$ cat config.mk
export PLATFORM = sky130hd
export DESIGN_NAME = mpu_perm_check
export DESIGN_NICKNAME = d
export VERILOG_FILES = /design/src/rtl/mpu_pkg.sv /design/src/rtl/mpu_perm_check.sv
export SDC_FILE = /design/constraint.sdc
export NUM_CORES = 1
export LEC_CHECK = 0
export ABC_AREA = 1
export BUFFER_PORTS_ARGS = -buffer_cell sky130_fd_sc_hd__buf_2
export CAP_MARGIN = 40
export CELL_PAD_IN_SITES_DETAIL_PLACEMENT = 1
export CELL_PAD_IN_SITES_GLOBAL_PLACEMENT = 1
export CORE_UTILIZATION = 19
export DETAILED_ROUTE_END_ITERATION = 16
export PLACE_DENSITY = 0.88
export SYNTH_ARGS = -nofsm -noshare
export SYNTH_HDL_FRONTEND = slang
export SYNTH_SLANG_ARGS = --single-unit
$ cat constraint.sdc
create_clock -name vclk -period 1.4
set_input_delay 0.14 -clock vclk [all_inputs]
set_output_delay 0.14 -clock vclk [all_outputs]
set_load 0.02 [all_outputs]
$ cat src/rtl/mpu_pkg.sv
package mpu_pkg;
  typedef enum logic [1:0] {
    ACC_READ  = 2'd0,
    ACC_WRITE = 2'd1,
    ACC_EXEC  = 2'd2,
    ACC_RSVD  = 2'd3
  } acc_kind_e;

  localparam int PERM_W    = 32;
  localparam int ANY_ID_B  = 9;
  localparam int ID_BASE_B = 10;
  localparam int ID_GRANTS = 12;
  localparam int SUP_OFS   = 3;
endpackage

$ cat src/rtl/mpu_perm_check.sv
module mpu_perm_check
  import mpu_pkg::*;
#(
  parameter int ID_W = 4
) (
  input  logic [PERM_W-1:0] perm,
  input  logic              any_hit,
  input  logic              dflt_ok,
  input  logic [ID_W-1:0]   id,
  input  logic              priv,
  input  logic [1:0]        kind,
  output logic              allow
);
  logic kind_ok;
  logic id_ok;
  int   ofs;

  always_comb begin
    ofs = priv ? SUP_OFS : 0;
    case (acc_kind_e'(kind))
      ACC_EXEC:  kind_ok = perm[ofs + 0];
      ACC_WRITE: kind_ok = perm[ofs + 1];
      ACC_READ:  kind_ok = perm[ofs + 2];
      default:   kind_ok = 1'b0;
    endcase
  end

  always_comb begin
    id_ok = perm[ANY_ID_B];
    for (int n = 0; n < ID_GRANTS; n++) begin
      if (int'(id) == n) id_ok = perm[ID_BASE_B + n];
    end
  end

  assign allow = any_hit ? (kind_ok & id_ok) : dflt_ok;
endmodule

==> results.yml <==
critical_path:
  worst-path-buf-inv: 2
  crit_fanout: 4
  cp.required_ps: 1260
  cp-end-kind: "output pin"
  crit_family: "simple AND/OR/NAND/NOR gates"
  path_class: "in2out"
  worstPathCellList: "buf_2, nor2_2, nand3_1, nand3_1, nand2_1, nand2_1, nand2_1, nand2_1, nand2_1, nand2_1, nand2_1, nand2_1, nand2_1, nand2_1, nand2_1, nand2_1, nand2_1, nand2_1, buf_6"
  max_stage_delay_ps: 140
  cp_common_cell: "nand2_1"
  worstPathArrival_ps: 1480
  cpMaxStageDelayCell: "buf_2"
  cp-start-kind: "input pin"
routing:
  via_per_inst: 4.219
  drtIter0Drc: 2
  wl_per_cell_microns: 9.146
  drc_errors: 0
  drt-total-wl_microns: 1253
  ant_nets: 0
  vias: 578
  firstDrtPassIters: 2
logic_synthesis:
  netlist-cell-type-count: 15
  yosysMostFrequentCell: "nand2_1"
  yosysWarningCount: 0
  synth-simple-area-share_pct: 66.79
  ys_seq_area_share_pct: 0
  syn_area_per_cell_sq_um: 4.560
  synthAdderAreaFrac_pct: 0
  syn-cell-area_sq_um: 346.6
  synth_top_family_by_area: "simple AND/OR/NAND/NOR gates"
  synth_top_area_share_pct: 32.49
  synth_top_cell_by_area: "nand2_1"
  syn_nets: 117
  netlist_top_cells_area: "nand2_1 32%, inv_1 12%, nor2_1 12%"
  synth_mux_area_share_pct: 0
  postSynthCellCount: 76
  synth.top_cells.by_count: "30 x nand2_1, 11 x inv_1, 11 x nor2_1, 6 x nand3_1, 5 x inv_2"
  synth_xor_area_share_pct: 0
  synth_compound_area_share_pct: 15.88
flow_run:
  cap_viol_max_count: 0
placed_design:
  dp_slack_ps: -246.0
  dp_hpwl_microns: 1152
  post_dp_cell_area_sq_um: 575.6
  portBuffers: 29
  routabilityCongestion: 0.7821
power_and_ir_drop:
  p_leak_nw: 0.3711
  power_uw: 160.6
  p_per_area_mw_per_mm2: 265.1
  ir_worst_vdd_mv: 0.1036
global_route:
  grt_pass1_wl_microns: 2139
  grt_max_degree: 8
  first_global_vias: 555
  track_usage_pct: 13.69
  antenna_found_initial: 0
  overflow: 0
min_path:
  holdPathStages: 4
  worst_hold_path_type: "in2out"
  min_to: "allow"
  min-delay-start: "dflt_ok"
timing:
  finalCritPeriodShare_pct: 115.8
  slew_violations: 0
  slew_headroom_pct: 78.70
  setup_ws_ps: -221.7
  tightest_slew_ps: 318.4
  setup_viol: 1
  finalCriticalPeriod_ps: 1622
  hold_slack_ps: 586.2
  rsz0062_at_grt: "true"
  fmax_mhz: 616.6
  final_hold_viol_count: 0
die:
  ioPinCount: 42
  die_area_sq_mm: 0.001999
  die_h_microns: 44.71
  dieWidth_microns: 44.71
  core_sq_mm: 0.001727
  initial_core_util_pct: 20.07
  placementRows: 15
cells_and_area:
  antenna_cells: 0
  clkbuf_count: 0
  sequential_cell_total: 0
  drive_above_1_share_pct: 42.86
  final-seq-area_sq_um: 0
  area_growth_pct: 74.73
  fillers: 257
  multi_input_area_sq_um: 294.0
  fin_util_pct: 35.07
  nets: 155
  final_cell_area_sq_um: 605.6
outcome:
  failed_checks: "negative setup slack"
  status: "complete, but fails checks"
cts:
  cts_setup_buffers: 0
## kinds of logic after synthesis
logic type,count (synthesis)
simple gates,52
buf+inv,16
compound gates,8
## metal layers
metal / track usage [%] / up-vias / wire length [microns]
li1: - / 306 / -
met1: 16.63 / 251 / 497
met2: 27.94 / 21 / 689
met3: 0.4000 / 0 / 66
met4: 0 / 0 / 0
met5: 0 / - / 0
## placed cells by master (no fill, tap or decap)
| master | count |
|---|---|
| a21oi_1 | 1 |
| a22o_1 | 1 |
| buf_2 | 26 |
| buf_4 | 7 |
| buf_6 | 2 |
| buf_8 | 1 |
| inv_1 | 10 |
| inv_2 | 6 |
| nand2_1 | 30 |
| nand3_1 | 6 |
| nand3_2 | 1 |
| nor2_1 | 10 |
| nor2_2 | 1 |
| nor2_4 | 3 |
| o2111ai_1 | 1 |
| o211ai_1 | 2 |
| o21ai_0 | 2 |
| o31ai_1 | 1 |
| or2_4 | 1 |
## tightest hold or removal path, stage by stage
cell	delay, ps
buf_2	70
nand2_1	50
nand2_1	70
buf_6	110
## power by group
group / switching (mW) / internal [mW]
combinational: 0.0798 / 0.0808
sequential: 0 / 0
clock: 0 / 0
total: 0.0798 / 0.0808
## what timing repair did
| action | 4_1_cts | 5_1_grt |
|---|---|---|
| cloned | 0 | 0 |
| hold buffers | 0 | 0 |
| endpoints found under the setup margin | 1 | 1 |
| pin swaps | 1 | 11 |
| resized for setup | 3 | 7 |
## how the worst max path moves through the flow
stage / depth (start not counted) / start / slack, ps / to
3_3_place_gp: 19 / id[1] / -190 / allow
3_5_place_dp: 19 / id[1] / -250 / allow
5_1_grt: 20 / id[3] / -440 / allow
6_report: 19 / id[1] / -220 / allow
4_1_cts: 18 / id[2] / -230 / allow
2_1_floorplan: 17 / id[1] / 70 / allow
## through the flow
stage | setup TNS (ps) | cells
after floorplan | 0 | 76
after global routing | -439.2 | 137
after detailed placement | -246.0 | 137
final | -221.7 | 137
after CTS | -232.7 | 137
after global placement | -188.7 | 137
## area by class of cell
cell class / count / share of cell area [%]
multi-input cells: 60 / 48.55
well taps: 25 / 5.165
repair buffers: 36 / 36.36
inverters: 16 / 9.917
(Power assumes the default switching activity.)
